File: config.mk
export PLATFORM = sky130hd
export DESIGN_NAME = uartq
export DESIGN_NICKNAME = d
export VERILOG_FILES = /design/src/rtl/uartq_pkg.sv /design/src/rtl/uartq_tx.sv /design/src/rtl/uartq_rx.sv /design/src/rtl/uartq_fifo.sv /design/src/rtl/uartq.sv
export SDC_FILE = /design/constraint.sdc
export NUM_CORES = 1
export LEC_CHECK = 0
export ABC_AREA = 1
export CORE_MARGIN = 1
export CORE_UTILIZATION = 45
export CTS_BUF_LIST = sky130_fd_sc_hd__clkbuf_2 sky130_fd_sc_hd__clkbuf_4 sky130_fd_sc_hd__clkbuf_8
export CTS_CLUSTER_SIZE = 40
export DETAILED_ROUTE_END_ITERATION = 12
export PLACE_DENSITY = 0.76
export SETUP_SLACK_MARGIN = 0.2
export SLEW_MARGIN = 30
export SYNTH_ARGS = -nofsm -noshare
export SYNTH_HDL_FRONTEND = slang
export SYNTH_SLANG_ARGS = --single-unit
export TNS_END_PERCENT = 50
File: constraint.sdc
create_clock -name clk -period 1.8 [get_ports clk]
set_input_delay 0.27 -clock clk [delete_from_list [all_inputs] [get_ports clk]]
set_output_delay 0.27 -clock clk [all_outputs]
set_load 0.05 [all_outputs]
File: src/rtl/uartq_pkg.sv
package uartq_pkg;

    // Control byte bit positions (software-visible layout)
    localparam int unsigned CB_OVR  = 7;
    localparam int unsigned CB_PERR = 6;
    localparam int unsigned CB_ONE  = 5;
    localparam int unsigned CB_REN  = 4;
    localparam int unsigned CB_TBX  = 3;
    localparam int unsigned CB_RBX  = 2;
    localparam int unsigned CB_TI   = 1;
    localparam int unsigned CB_RI   = 0;

    localparam logic [7:0] CTL_RESET = 8'h20;

    typedef struct packed {
        logic [7:0] data;
        logic       ninth;
        logic       pbad;
    } rx_entry_t;

    typedef enum logic [2:0] {
        PH_IDLE,
        PH_START,
        PH_DATA,
        PH_NINTH,
        PH_STOP
    } phase_t;

    // even: XOR of data, odd: inverted
    function automatic logic parity_of(input logic [7:0] d, input logic odd);
        return (^d) ^ odd;
    endfunction

    function automatic logic vote3(input logic [2:0] s);
        return (s[0] & s[1]) | (s[0] & s[2]) | (s[1] & s[2]);
    endfunction

endpackage

File: src/rtl/uartq_tx.sv
module uartq_tx
    import uartq_pkg::*;
#(
    parameter int OVS       = 16,
    parameter int STOP_BITS = 1
) (
    input  logic       clk,
    input  logic       rst,
    input  logic       os_tick,
    input  logic       load,
    input  logic [7:0] load_data,
    input  logic       has9,
    input  logic       bit9,
    output logic       txd,
    output logic       busy,
    output logic       stop_begin
);
    localparam int CW = (OVS > 1) ? $clog2(OVS) : 1;

    phase_t        phase;
    logic [CW-1:0] cnt;
    logic [3:0]    idx;
    logic [7:0]    sh;
    logic          h9;
    logic          b9;

    assign busy = (phase != PH_IDLE);

    always_ff @(posedge clk) begin
        if (rst) begin
            phase      <= PH_IDLE;
            cnt        <= '0;
            idx        <= '0;
            sh         <= '0;
            h9         <= 1'b0;
            b9         <= 1'b0;
            txd        <= 1'b1;
            stop_begin <= 1'b0;
        end else begin
            stop_begin <= 1'b0;
            if (phase == PH_IDLE) begin
                if (load) begin
                    phase <= PH_START;
                    sh    <= load_data;
                    h9    <= has9;
                    b9    <= bit9;
                    txd   <= 1'b0;
                    cnt   <= '0;
                end
            end else if (os_tick) begin
                if (cnt == CW'(OVS - 1)) begin
                    cnt <= '0;
                    unique case (phase)
                        PH_START: begin
                            phase <= PH_DATA;
                            idx   <= '0;
                            txd   <= sh[0];
                        end
                        PH_DATA: begin
                            if (idx == 4'd7) begin
                                if (h9) begin
                                    phase <= PH_NINTH;
                                    txd   <= b9;
                                end else begin
                                    phase      <= PH_STOP;
                                    idx        <= '0;
                                    txd        <= 1'b1;
                                    stop_begin <= 1'b1;
                                end
                            end else begin
                                idx <= idx + 4'd1;
                                sh  <= sh >> 1;
                                txd <= sh[1];
                            end
                        end
                        PH_NINTH: begin
                            phase      <= PH_STOP;
                            idx        <= '0;
                            txd        <= 1'b1;
                            stop_begin <= 1'b1;
                        end
                        PH_STOP: begin
                            if (idx == 4'(STOP_BITS - 1)) phase <= PH_IDLE;
                            else                          idx   <= idx + 4'd1;
                        end
                        default: phase <= PH_IDLE;
                    endcase
                end else begin
                    cnt <= cnt + CW'(1);
                end
            end
        end
    end
endmodule

File: src/rtl/uartq_rx.sv
module uartq_rx
    import uartq_pkg::*;
#(
    parameter int OVS = 16,
    parameter int MID = 8
) (
    input  logic      clk,
    input  logic      rst,
    input  logic      os_tick,
    input  logic      enable,
    input  logic      nine_mode,
    input  logic      par_en,
    input  logic      par_odd,
    input  logic      rxd,
    output logic      done,
    output rx_entry_t entry
);
    localparam int CW = (OVS > 1) ? $clog2(OVS) : 1;

    logic [1:0]    sy;
    logic          rxs;
    phase_t        phase;
    logic [CW-1:0] cnt;
    logic [2:0]    idx;
    logic [7:0]    sh;
    logic [1:0]    votes;
    logic          h9, pe, po, n9;
    logic          bitval;
    logic          stop_ninth;

    assign rxs        = sy[1];
    assign bitval     = vote3({votes, rxs});
    assign stop_ninth = h9 ? n9 : bitval;

    always_ff @(posedge clk) begin
        if (rst) sy <= 2'b11;
        else     sy <= {sy[0], rxd};
    end

    always_ff @(posedge clk) begin
        if (rst) begin
            phase <= PH_IDLE;
            cnt   <= '0;
            idx   <= '0;
            sh    <= '0;
            votes <= '0;
            h9    <= 1'b0;
            pe    <= 1'b0;
            po    <= 1'b0;
            n9    <= 1'b0;
            done  <= 1'b0;
            entry <= '0;
        end else begin
            done <= 1'b0;
            if (os_tick) begin
                if (phase == PH_IDLE) begin
                    if (enable && !rxs) begin
                        phase <= PH_START;
                        cnt   <= '0;
                        h9    <= nine_mode | par_en;
                        pe    <= par_en;
                        po    <= par_odd;
                    end
                end else begin
                    if (cnt == CW'(MID - 1) || cnt == CW'(MID))
                        votes <= {votes[0], rxs};
                    if (cnt == CW'(MID + 1)) begin
                        unique case (phase)
                            PH_START: if (bitval) phase <= PH_IDLE;
                            PH_DATA:  sh <= {bitval, sh[7:1]};
                            PH_NINTH: n9 <= bitval;
                            PH_STOP: begin
                                done        <= 1'b1;
                                entry.data  <= sh;
                                entry.ninth <= stop_ninth;
                                entry.pbad  <= pe & (stop_ninth != parity_of(sh, po));
                                phase       <= PH_IDLE;
                            end
                            default: phase <= PH_IDLE;
                        endcase
                    end
                    if (cnt == CW'(OVS - 1)) begin
                        cnt <= '0;
                        unique case (phase)
                            PH_START: begin
                                phase <= PH_DATA;
                                idx   <= '0;
                            end
                            PH_DATA: begin
                                if (idx == 3'd7) phase <= h9 ? PH_NINTH : PH_STOP;
                                else             idx   <= idx + 3'd1;
                            end
                            PH_NINTH: phase <= PH_STOP;
                            default:  phase <= PH_IDLE;
                        endcase
                    end else begin
                        cnt <= cnt + CW'(1);
                    end
                end
            end
        end
    end
endmodule

File: src/rtl/uartq_fifo.sv
module uartq_fifo
    import uartq_pkg::*;
#(
    parameter int DEPTH = 2,
    localparam int PW   = (DEPTH > 1) ? $clog2(DEPTH) : 1,
    localparam int CNTW = $clog2(DEPTH + 1)
) (
    input  logic            clk,
    input  logic            rst,
    input  logic            push,
    input  rx_entry_t       wentry,
    input  logic            pop,
    output rx_entry_t       head,
    output logic            empty,
    output logic            full,
    output logic [CNTW-1:0] count
);
    rx_entry_t     mem [DEPTH];
    logic [PW-1:0] wp, rp;
    logic          do_push, do_pop;

    assign empty   = (count == '0);
    assign full    = (count == CNTW'(DEPTH));
    assign do_push = push && !full;
    assign do_pop  = pop && !empty;
    assign head    = mem[rp];

    function automatic logic [PW-1:0] bump(input logic [PW-1:0] p);
        return (p == PW'(DEPTH - 1)) ? '0 : p + PW'(1);
    endfunction

    always_ff @(posedge clk) begin
        if (do_push) mem[wp] <= wentry;
    end

    always_ff @(posedge clk) begin
        if (rst) begin
            wp    <= '0;
            rp    <= '0;
            count <= '0;
        end else begin
            if (do_push) wp <= bump(wp);
            if (do_pop)  rp <= bump(rp);
            if (do_push && !do_pop)      count <= count + CNTW'(1);
            else if (do_pop && !do_push) count <= count - CNTW'(1);
        end
    end
endmodule

File: src/rtl/uartq.sv
module uartq
    import uartq_pkg::*;
#(
    parameter int FIFO_DEPTH = 2,
    parameter int OVS        = 16,
    parameter int STOP_BITS  = 1,
    parameter int MID        = OVS / 2,
    localparam int CNTW      = $clog2(FIFO_DEPTH + 1)
) (
    input  logic       clk,
    input  logic       rst,
    input  logic       os_tick,
    input  logic       ctl_we,
    input  logic [7:0] ctl_wdata,
    output logic [7:0] ctl_rdata,
    input  logic       cfg_nine,
    input  logic       cfg_par_en,
    input  logic       cfg_par_odd,
    input  logic       tx_we,
    input  logic [7:0] tx_data,
    output logic       tx_busy,
    input  logic       rx_pop,
    output logic [7:0] rx_data,
    output logic       rx_avail,
    input  logic       rxd,
    output logic       txd
);
    logic f_ovr, f_perr, f_ren, f_tbx, f_rbx, f_ti, f_ri;

    logic            tx_load, tx_stop_begin;
    logic            rx_done, rx_take;
    rx_entry_t       rx_entry, q_head;
    logic            q_empty, q_full;
    logic [CNTW-1:0] q_count;

    assign tx_load = tx_we & ~tx_busy;
    assign rx_take = rx_done & f_ren;

    uartq_tx #(.OVS(OVS), .STOP_BITS(STOP_BITS)) u_tx (
        .clk        (clk),
        .rst        (rst),
        .os_tick    (os_tick),
        .load       (tx_load),
        .load_data  (tx_data),
        .has9       (cfg_nine | cfg_par_en),
        .bit9       (cfg_par_en ? parity_of(tx_data, cfg_par_odd) : f_tbx),
        .txd        (txd),
        .busy       (tx_busy),
        .stop_begin (tx_stop_begin)
    );

    uartq_rx #(.OVS(OVS), .MID(MID)) u_rx (
        .clk       (clk),
        .rst       (rst),
        .os_tick   (os_tick),
        .enable    (f_ren),
        .nine_mode (cfg_nine),
        .par_en    (cfg_par_en),
        .par_odd   (cfg_par_odd),
        .rxd       (rxd),
        .done      (rx_done),
        .entry     (rx_entry)
    );

    uartq_fifo #(.DEPTH(FIFO_DEPTH)) u_fifo (
        .clk    (clk),
        .rst    (rst),
        .push   (rx_take & ~q_full),
        .wentry (rx_entry),
        .pop    (rx_pop),
        .head   (q_head),
        .empty  (q_empty),
        .full   (q_full),
        .count  (q_count)
    );

    assign rx_avail = ~q_empty;
    assign rx_data  = q_head.data;

    // sticky: hardware set wins, software may only clear
    function automatic logic sticky(input logic cur, input logic set,
                                    input logic we, input logic wbit);
        return set | (cur & (~we | wbit));
    endfunction

    always_ff @(posedge clk) begin
        if (rst) begin
            f_ovr  <= CTL_RESET[CB_OVR];
            f_perr <= CTL_RESET[CB_PERR];
            f_ren  <= CTL_RESET[CB_REN];
            f_tbx  <= CTL_RESET[CB_TBX];
            f_rbx  <= CTL_RESET[CB_RBX];
            f_ti   <= CTL_RESET[CB_TI];
            f_ri   <= CTL_RESET[CB_RI];
        end else begin
            f_ovr  <= sticky(f_ovr, rx_take & q_full, ctl_we, ctl_wdata[CB_OVR]);
            f_perr <= sticky(f_perr, ~q_empty & q_head.pbad, ctl_we, ctl_wdata[CB_PERR]);
            f_ti   <= sticky(f_ti, tx_stop_begin, ctl_we, ctl_wdata[CB_TI]);
            f_ri   <= sticky(f_ri, rx_take, ctl_we, ctl_wdata[CB_RI]);
            if (ctl_we) begin
                f_ren <= ctl_wdata[CB_REN];
                f_tbx <= ctl_wdata[CB_TBX];
            end
            if (!q_empty)    f_rbx <= q_head.ninth;
            else if (ctl_we) f_rbx <= ctl_wdata[CB_RBX];
        end
    end

    always_comb begin
        ctl_rdata          = '0;
        ctl_rdata[CB_OVR]  = f_ovr;
        ctl_rdata[CB_PERR] = f_perr;
        ctl_rdata[CB_ONE]  = 1'b1;
        ctl_rdata[CB_REN]  = f_ren;
        ctl_rdata[CB_TBX]  = f_tbx;
        ctl_rdata[CB_RBX]  = f_rbx;
        ctl_rdata[CB_TI]   = f_ti;
        ctl_rdata[CB_RI]   = f_ri;
    end
endmodule

==> results of run 1 <==
how the worst min path moves through the flow:
stage	startpoint	endpoint	slack, ns
finish	u_rx.sy[0]	u_rx.sy[1]	0.42
global route	u_rx.sy[0]	u_rx.sy[1]	0.44
global placement	u_rx.sy[0]	u_rx.sy[1]	0.40
CTS	u_rx.sy[0]	u_rx.sy[1]	0.43
floorplan	rxd	u_rx.sy[0]	0.37
detailed placement	u_rx.sy[0]	u_rx.sy[1]	0.40
layout make-up:
cell class                 count  area share
timing repair inverter         1    0.000942
timing repair buffer          62       0.108
sequential                    92       0.387
tap                          129      0.0304
clock buffer                   9      0.0233
clock inverter                 7      0.0122
multi-input combinational    369       0.392
inverter                      61      0.0462
cells by family after synthesis:
family,count (synthesis)
and+or+nand+nor,211
AOI/OAI and AO/OA,139
DFF,92
buffers and inverters,82
adders and majority gates,9
xor gates and xnor gates,8
other,1
layout by cell type, fill, tap and decap left out, types with 4 or more instances in the layout:
cell                              synthesis  final
sky130_fd_sc_hd__clkbuf_8                 0      9
sky130_fd_sc_hd__inv_1                   51     48
sky130_fd_sc_hd__nand3_4                  3      5
sky130_fd_sc_hd__nand4_1                  4      4
sky130_fd_sc_hd__nand3_1                 19     18
sky130_fd_sc_hd__dfxtp_1                 72     62
sky130_fd_sc_hd__nand2_2                  4      6
sky130_fd_sc_hd__inv_6                    0      4
sky130_fd_sc_hd__edfxtp_1                20     20
sky130_fd_sc_hd__inv_2                    7      8
sky130_fd_sc_hd__ha_1                     9      7
sky130_fd_sc_hd__a21oi_1                 57     56
sky130_fd_sc_hd__o21ai_1                  7      9
sky130_fd_sc_hd__xor2_1                   5      5
sky130_fd_sc_hd__clkdlybuf4s50_1          0     24
sky130_fd_sc_hd__nand2_1                129    126
sky130_fd_sc_hd__dfxtp_2                  0      9
sky130_fd_sc_hd__a31oi_1                  8      8
sky130_fd_sc_hd__buf_4                    8     28
sky130_fd_sc_hd__nor2_4                   6      7
sky130_fd_sc_hd__nor2_1                  22     20
sky130_fd_sc_hd__dlygate4sd2_1            0      7
sky130_fd_sc_hd__o21ai_0                 50     48
report_power, final:
part           internal (mW)  switching (mW)  leakage (nW)
clock network          0.539           0.793        0.0947
logic                  0.499           0.896          1.34
registers               2.24           0.104         0.813
total                   3.28            1.79          2.24
what timing repair did:
| action | 4_1_cts | 5_1_grt |
|---|---|---|
| buffers inserted | 1 | 6 |
| gates resized for setup | 15 | 29 |
| pin swaps | 0 | 3 |
| cloned | 0 | 2 |
| endpoints found under the setup margin | 33 | 32 |
per-layer routing:
metal  part of all wire  vias to the layer above
met2               0.48                       83
met5                  0                        -
met3              0.039                        7
li1                   -                     1913
met1               0.47                     1769
met4              0.011                        0
flip-flops by register name (all words and copies together) (netlist names), 2 cells and up, named ones only:
| name | flops |
|---|---|
| u_rx.cnt | 4 |
| u_rx.idx | 3 |
| u_tx.idx | 4 |
| u_rx.votes | 2 |
| u_tx.sh | 8 |
| u_rx.sh | 8 |
| u_fifo.count | 2 |
| u_rx.sy | 2 |
| u_fifo.mem | 20 |
| u_tx.cnt | 4 |
| u_rx.phase | 3 |
| u_tx.phase | 3 |
| u_rx.entry | 10 |
==> run summary, run 1 <==
Outcome - complete, no violations
Top-area cell type share of the netlist area - 0.326
Final worst clock skew - 0.0119 ns
Path type of the worst min-delay path - reg -> reg
Global route hottest layer - met2
Placer congestion estimate - 0.868
Proportion of synthesized area in mux cells - 0
Sequential-to-total area share from yosys stat - 0.462
Number of distinct library cells after synthesis - 52
Ratio of routed vias to standard cells - 5.17
Routed vias - 3772
Critical path buffer and inverter count - 3
Main synth FF type - sky130_fd_sc_hd__dfxtp_1
Worst IR drop on VDD - 446 uV
Cell taking the most area after synthesis - sky130_fd_sc_hd__dfxtp_1
DIE AREA - 10200 um2
IO Pins - 45
Data arrival, critical path - 1.34 ns
NumNets Final - 631
Layout Cells excl Fill - 730
Synthesis-stage register bit count - 92
Routed wire length - 9140 um
Final HPWL from detailed placement - 6400 um
Setup crit end kind - output port
Depth of the critical timing path with buffers and inverters included - 4
Synth-to-Final Area Change - 20.2%
Pre-CTS setup slack - -0.00696 ns
Library cell with the highest instance count after synthesis - sky130_fd_sc_hd__nand2_1
Antenna viol nets, final - 0
Clock tree from TritonCTS - yes
Timing-limited maximum frequency - 620 MHz
Maximum buffer depth of the clock tree - 2
CP max-delay cell - sky130_fd_sc_hd__dfxtp_4
Util after Layout - 0.567
Number of cells after detailed placement - 705
Clock latency at the later pin of the worst-skew pair - 0.36 ns
Critical path fanouts, max - 8
Sink Count - 92
Placement Rows - 35
Reg2reg start - u_tx.idx[0]
Post-Synthesis Net Count - 577
Sequential cell area - 2060 um2
Number of filler instances in the final layout - 865
Count of input and output buffers - 42
Setup violations, final - 0
Average wire per standard cell - 12.5 um
Initial core utilization - 0.472
Transition time at the pin with the least slew margin - 0.506 ns
Final Slew Violations - 0
Setup repair after global routing missed its margin - yes
Static power due to leakage - 2.24 nW
Final worst path period share - 0.895
Worst setup slack after layout - 0.188 ns
Simple-Gate Fraction of Synth Area - 0.237
Instance area at placement - 4970 um2
Total negative slack - 0 ns
Area of combinational cells with multiple inputs - 2080 um2
Met1 Usage GRT - 0.241
Met3 capacity usage during global routing - 0.0381
Post-synthesis area per instance - 8.15 um2
Max_cap viols - 0
XOR/XNOR Fraction of Synth Area - 0.0159
Type of the setup path with the least slack - reg -> out
Area fraction in compound gates after synthesis - 0.174
Clock root cell - sky130_fd_sc_hd__clkbuf_8
Via count of the first global-routing pass - 3324
Max incr delay on CP - 0.38 ns
Num CTS Buffers - 9
Antenna violations before repair - 0
Number of DRC markers after the initial detailed-route iteration - 156
Worst reg2reg setup slack - 0.29 ns
Global-route wire length before repair - 14900 um
Setup crit end - tx_busy
Total chip power - 5.07 mW
Global routing usage on met2 - 0.301
Tot GR Track Use - 0.183
Fraction of registers with async set/reset - 0
Pin count of the biggest net entering global routing - 32
Adder-cell share of the synthesized area - 0.0255
Startpoint of the worst setup timing path - u_tx.phase[2]
Chip width - 101 um
Reg clk slew, reported paths - 0.10 ns
Number of enable flip-flop cells after synthesis - 20
FF-to-FF End - u_tx.idx[1]
Slew headroom - 0.664
Synth Warn # - 0
Post-detailed-route DRC marker count - 0
Initial DRT Pass Iterations - 5
Hold violation total from the final report - 0
Critical-path cell list - inv_2, nand3_4, buf_4, buf_12
H-tree levels - 3
Grt ovf - 0
Cells on Worst Hold Path - 1
Number of hold-repair buffers added at the cts stage - 0
Cell types occupying the most area after synthesis - sky130_fd_sc_hd__dfxtp_1 (33%), sky130_fd_sc_hd__edfxtp_1 (14%), sky130_fd_sc_hd__nand2_1 (11%)
Most common library cells after synthesis - sky130_fd_sc_hd__nand2_1 (129), sky130_fd_sc_hd__dfxtp_1 (72), sky130_fd_sc_hd__a21oi_1 (57)
Cells after synthesis - 542
Pwr dens - 954 nW/um2
Critical Path Start Type - flop
Post-layout instance area - 5310 um2
Number of cells traversed by the worst register-to-register path - 8
Worst hold slack - 0.422 ns
Antenna diode instance count - 0
Die Y-Extent - 101 um
Share of layout cells above drive strength 1 - 0.190
Cell family with the largest share of critical-path delay - buffers and inverters
Clock period minus final worst setup slack - 1.61 ns
CP Data Required Time - 1.53 ns
Standard cell core area - 9370 um2
Largest family of logic cells by synthesized area - simple AND/OR/NAND/NOR gates
Post-Synthesis Cell Area - 4420 um2
Power figures use the tool's default switching activity.
==> inputs of run 2 (changes only) <==
Settings changed: CORE_MARGIN 1 to 4.
==> run summary, run 2 (synthesis gave the netlist of run 1 again) <==
Final Slew Violations - 0
Initial DRT Pass Iterations - 4
Number of hold-repair buffers added at the cts stage - 0
Cell family with the largest share of critical-path delay - flip-flops
Maximum buffer depth of the clock tree - 2
Layout Cells excl Fill - 734
Static power due to leakage - 2.26 nW
Number of DRC markers after the initial detailed-route iteration - 164
Max incr delay on CP - 0.39 ns
CP Data Required Time - 1.53 ns
Reg clk slew, reported paths - 0.10 ns
Initial core utilization - 0.469
Type of the setup path with the least slack - reg -> out
Final worst clock skew - 0.00919 ns
Ratio of routed vias to standard cells - 5.07
Routed wire length - 8950 um
Slew headroom - 0.664
Critical Path Start Type - flop
Placer congestion estimate - 0.891
Post-layout instance area - 5340 um2
Setup crit end kind - output port
IO Pins - 45
Pre-CTS setup slack - -0.0142 ns
Antenna diode instance count - 0
Sink Count - 92
Hold violation total from the final report - 0
Commonest non-fill, non-tap cell in the layout - sky130_fd_sc_hd__nand2_1
Number of filler instances in the final layout - 837
Most flop-heavy register - u_fifo.mem
Share of layout cells above drive strength 1 - 0.193
Regs by FF count - u_fifo.mem: 20 flops, u_rx.entry: 10 flops
Number of cells after detailed placement - 710
NumNets Final - 635
Global-route wire length before repair - 15200 um
Critical path fanouts, max - 6
Chip width - 107 um
Clock period minus final worst setup slack - 1.52 ns
Clock latency at the later pin of the worst-skew pair - 0.36 ns
Pwr dens - 962 nW/um2
Data arrival, critical path - 1.25 ns
Instance area at placement - 5000 um2
Grt ovf - 0
Total chip power - 5.14 mW
Tot GR Track Use - 0.161
Standard cell core area - 9420 um2
Max_cap viols - 0
Clock tree from TritonCTS - yes
Count of input and output buffers - 42
Antenna viol nets, final - 0
Total negative slack - 0 ns
H-tree levels - 3
Max reg flops - 20
Routed vias - 3719
Die Y-Extent - 107 um
DIE AREA - 11500 um2
Clock root cell - sky130_fd_sc_hd__clkbuf_8
Worst IR drop on VDD - 421 uV
Worst setup slack after layout - 0.278 ns
Transition time at the pin with the least slew margin - 0.506 ns
Critical path buffer and inverter count - 3
Path type of the worst min-delay path - reg -> reg
Final HPWL from detailed placement - 6550 um
Antenna violations before repair - 0
Setup violations, final - 0
Final worst path period share - 0.846
Average wire per standard cell - 12.2 um
Critical-path cell list - inv_2, nand3_4, buf_6, buf_12
Placement Rows - 35
Timing-limited maximum frequency - 657 MHz
Num CTS Buffers - 9
Most frequent cells in the layout - sky130_fd_sc_hd__nand2_1 (127), sky130_fd_sc_hd__dfxtp_1 (62), sky130_fd_sc_hd__a21oi_1 (56)
Via count of the first global-routing pass - 3478
Post-detailed-route DRC marker count - 0
Synth-to-Final Area Change - 20.8%
Setup repair after global routing missed its margin - yes
Pin count of the biggest net entering global routing - 30
CP max-delay cell - sky130_fd_sc_hd__dfxtp_4
Outcome - complete, no violations
[run 2: area by class of cell]
type,count,area (um2),area share
tap,129,161,0.0302
sequential,92,2060,0.386
inverter,61,236,0.0443
clock inverter,7,63.8,0.0119
clock buffer,9,124,0.0232
timing repair buffer,68,628,0.118
multi-input combinational,368,2070,0.387
[run 2: per-layer routing]
layer	global-route usage	vias up	wire, um
met2	0.277	63	4450
li1	-	1921	-
met1	0.198	1724	4090
met4	0.0648	0	95
met5	0	-	0
met3	0.0313	11	313
[run 2: timing repair]
action                                  4_1_cts  5_1_grt
pin swaps                                     0        5
setup buffers                                 0        8
endpoints found under the setup margin       23       38
resized for setup                            10       35
hold endpoints to repair                      0        0
[run 2: path summary, 6_finish.rpt]
kind / startpoint / cells after the start / to / slack [ns]
setup / recovery: u_tx.phase[2] / 4 / tx_busy / 0.28
hold / removal: u_rx.sy[0] / 1 / u_rx.sy[1] / 0.42
setup reg to reg: u_tx.cnt[0] / 10 / u_tx.sh[5] / 0.28
hold reg to reg: u_rx.sy[0] / 1 / u_rx.sy[1] / 0.42
[run 2: stage by stage]
| stage | hold slack, ns | util |
|---|---|---|
| floorplan | 0.374 | - |
| global placement | 0.397 | 0.532 |
| detailed placement | 0.396 | 0.532 |
| CTS | 0.420 | 0.551 |
| global route | 0.431 | 0.567 |
| finish | 0.417 | 0.567 |
[run 2: report_power, final]
group | internal [mW] | switching, mW
logic | 0.584 | 0.887
registers | 2.24 | 0.102
clock network | 0.533 | 0.790
total | 3.36 | 1.78
==> inputs of run 3 (changes only) <==
Settings changed: PLACE_DENSITY 0.76 to 0.78.
Clock period 1.8 ns to 1.2 ns, I/O delays scaled along.
==> run summary, run 3 (synthesis gave the netlist of run 1 again) <==
Final worst path period share - 1.33
Setup crit end kind - flop
Regs by FF count - u_fifo.mem: 20 flops, u_rx.entry: 10 flops
Most frequent cells in the layout - sky130_fd_sc_hd__nand2_1 (95), sky130_fd_sc_hd__buf_4 (93), sky130_fd_sc_hd__dfxtp_1 (46)
Instance area at placement - 5880 um2
Clock latency at the later pin of the worst-skew pair - 0.37 ns
Average wire per standard cell - 18.9 um
Count of input and output buffers - 42
Post-layout instance area - 7190 um2
Outcome - complete, but fails checks
Pin count of the biggest net entering global routing - 29
FF-to-FF End - u_tx.idx[3]
Routed vias - 4780
Chip width - 107 um
CP Data Required Time - 1.47 ns
Clock root cell - sky130_fd_sc_hd__clkbuf_8
Timing-limited maximum frequency - 626 MHz
Hold violation total from the final report - 0
Ratio of routed vias to standard cells - 5.71
Max_cap viols - 0
Number of cells traversed by the worst register-to-register path - 8
Clock period minus final worst setup slack - 1.60 ns
Static power due to leakage - 3.05 nW
Via count of the first global-routing pass - 4463
Reg clk slew, reported paths - 0.10 ns
Final worst clock skew - 0.0103 ns
Worst Hold Launch - rst
Commonest non-fill, non-tap cell in the layout - sky130_fd_sc_hd__nand2_1
Most flop-heavy register - u_fifo.mem
Post-detailed-route DRC marker count - 0
Final Slew Violations - 0
Maximum buffer depth of the clock tree - 2
Grt ovf - 0
Setup repair after global routing missed its margin - yes
Setup violations, final - 91
Placement Rows - 35
Routed wire length - 15800 um
Pwr dens - 1360 nW/um2
Die Y-Extent - 107 um
Critical path fanouts, max - 8
Global-route wire length before repair - 20600 um
Worst IR drop on VDD - 724 uV
Max reg flops - 20
Initial core utilization - 0.469
Synth-to-Final Area Change - 62.8%
Share of layout cells above drive strength 1 - 0.521
Placer congestion estimate - 0.886
Worst setup slack after layout - -0.397 ns
Reg2reg start - u_tx.phase[1]
Number of filler instances in the final layout - 509
Final HPWL from detailed placement - 7860 um
Path type of the worst min-delay path - in -> reg
Worst reg2reg setup slack - -0.40 ns
Antenna viol nets, final - 0
H-tree levels - 3
Tot GR Track Use - 0.222
Antenna diode instance count - 0
Num CTS Buffers - 9
Cells on Worst Hold Path - 3
IO Pins - 45
Clock tree from TritonCTS - yes
DIE AREA - 11500 um2
Sink Count - 92
Number of DRC markers after the initial detailed-route iteration - 406
Data arrival, critical path - 1.86 ns
Util after Layout - 0.764
Violated checks - negative setup slack
Standard cell core area - 9420 um2
Antenna violations before repair - 0
Initial DRT Pass Iterations - 5
Hold EP - u_rx.idx[1]
Type of the setup path with the least slack - reg -> reg
NumNets Final - 738
Critical Path Start Type - flop
-- run 3: worst max-delay path, stage by stage, from the launching register on --
cell and delay, ns:
sky130_fd_sc_hd__dfxtp_4 0.41, sky130_fd_sc_hd__inv_4 0.06, sky130_fd_sc_hd__nor2_4 0.20, sky130_fd_sc_hd__nand2_2 0.12
sky130_fd_sc_hd__nor2_4 0.16, sky130_fd_sc_hd__nand2_2 0.12, sky130_fd_sc_hd__nand3_4 0.18, sky130_fd_sc_hd__o21ai_2 0.08
sky130_fd_sc_hd__nor3b_2 0.15
-- run 3: cell type report --
| class | count | area [um2] | area share |
|---|---|---|---|
| Multi-Input combinational cell | 369 | 2690 | 0.374 |
| Sequential cell | 92 | 2100 | 0.293 |
| Timing Repair Buffer | 167 | 1690 | 0.235 |
| Inverter | 61 | 279 | 0.0388 |
| Tap cell | 129 | 161 | 0.0224 |
| Clock buffer | 9 | 124 | 0.0172 |
| Clock inverter | 7 | 120 | 0.0167 |
| Timing Repair inverter | 3 | 23.8 | 0.00330 |
-- run 3: per-layer routing --
metal / global-route usage / share of wire / vias up
li1: - / - / 2139
met1: 0.244 / 0.36 / 2295
met2: 0.414 / 0.53 / 258
met3: 0.0446 / 0.060 / 88
met4: 0.0868 / 0.053 / 0
met5: 0 / 0 / -
-- run 3: report_power, final --
group | leakage [nW] | switching [mW] | total [mW] | internal (mW)
clock | 0.122 | 1.20 | 2.60 | 1.40
combinational | 2.10 | 1.97 | 3.60 | 1.63
sequential | 0.832 | 0.232 | 3.60 | 3.36
total | 3.05 | 3.41 | 9.80 | 6.39
-- run 3: worst max path at each step --
stage                        from             to  slack, ns  cells past startpoint
finish              u_tx.phase[1]    u_tx.idx[3]      -0.40                      8
global route          u_tx.cnt[0]    u_tx.idx[3]      -0.44                      9
CTS                   u_tx.cnt[0]     u_tx.sh[6]      -0.25                      9
global placement          os_tick        u_rx.h9      -0.43                      9
floorplan             u_rx.cnt[1]  u_rx.entry[9]      -0.15                      9
detailed placement        os_tick     u_tx.sh[5]      -0.50                      8
-- run 3: stage by stage --
step / instances / total power, mW / setup slack (ns) / hold WS [ns] / setup TNS (ns)
detailed placement: 781 / 6.14 / -0.497 / 0.404 / -22.42
CTS: 816 / 8.88 / -0.255 / 0.371 / -10.34
global route: 837 / 10.1 / -0.436 / 0.339 / -21.35
global placement: 781 / 6.05 / -0.435 / 0.395 / -18.96
finish: 837 / 9.80 / -0.397 / 0.332 / -16.90
floorplan: 542 / 5.02 / -0.154 / 0.284 / -3.34
-- run 3: timing repair --
| action | CTS | global route |
|---|---|---|
| pin swaps | 41 | 48 |
| gates resized for setup | 132 | 115 |
| gates cloned | 5 | 1 |
| setup endpoints to repair | 105 | 104 |
| setup buffers | 14 | 20 |
| hold buffers | 0 | 0 |
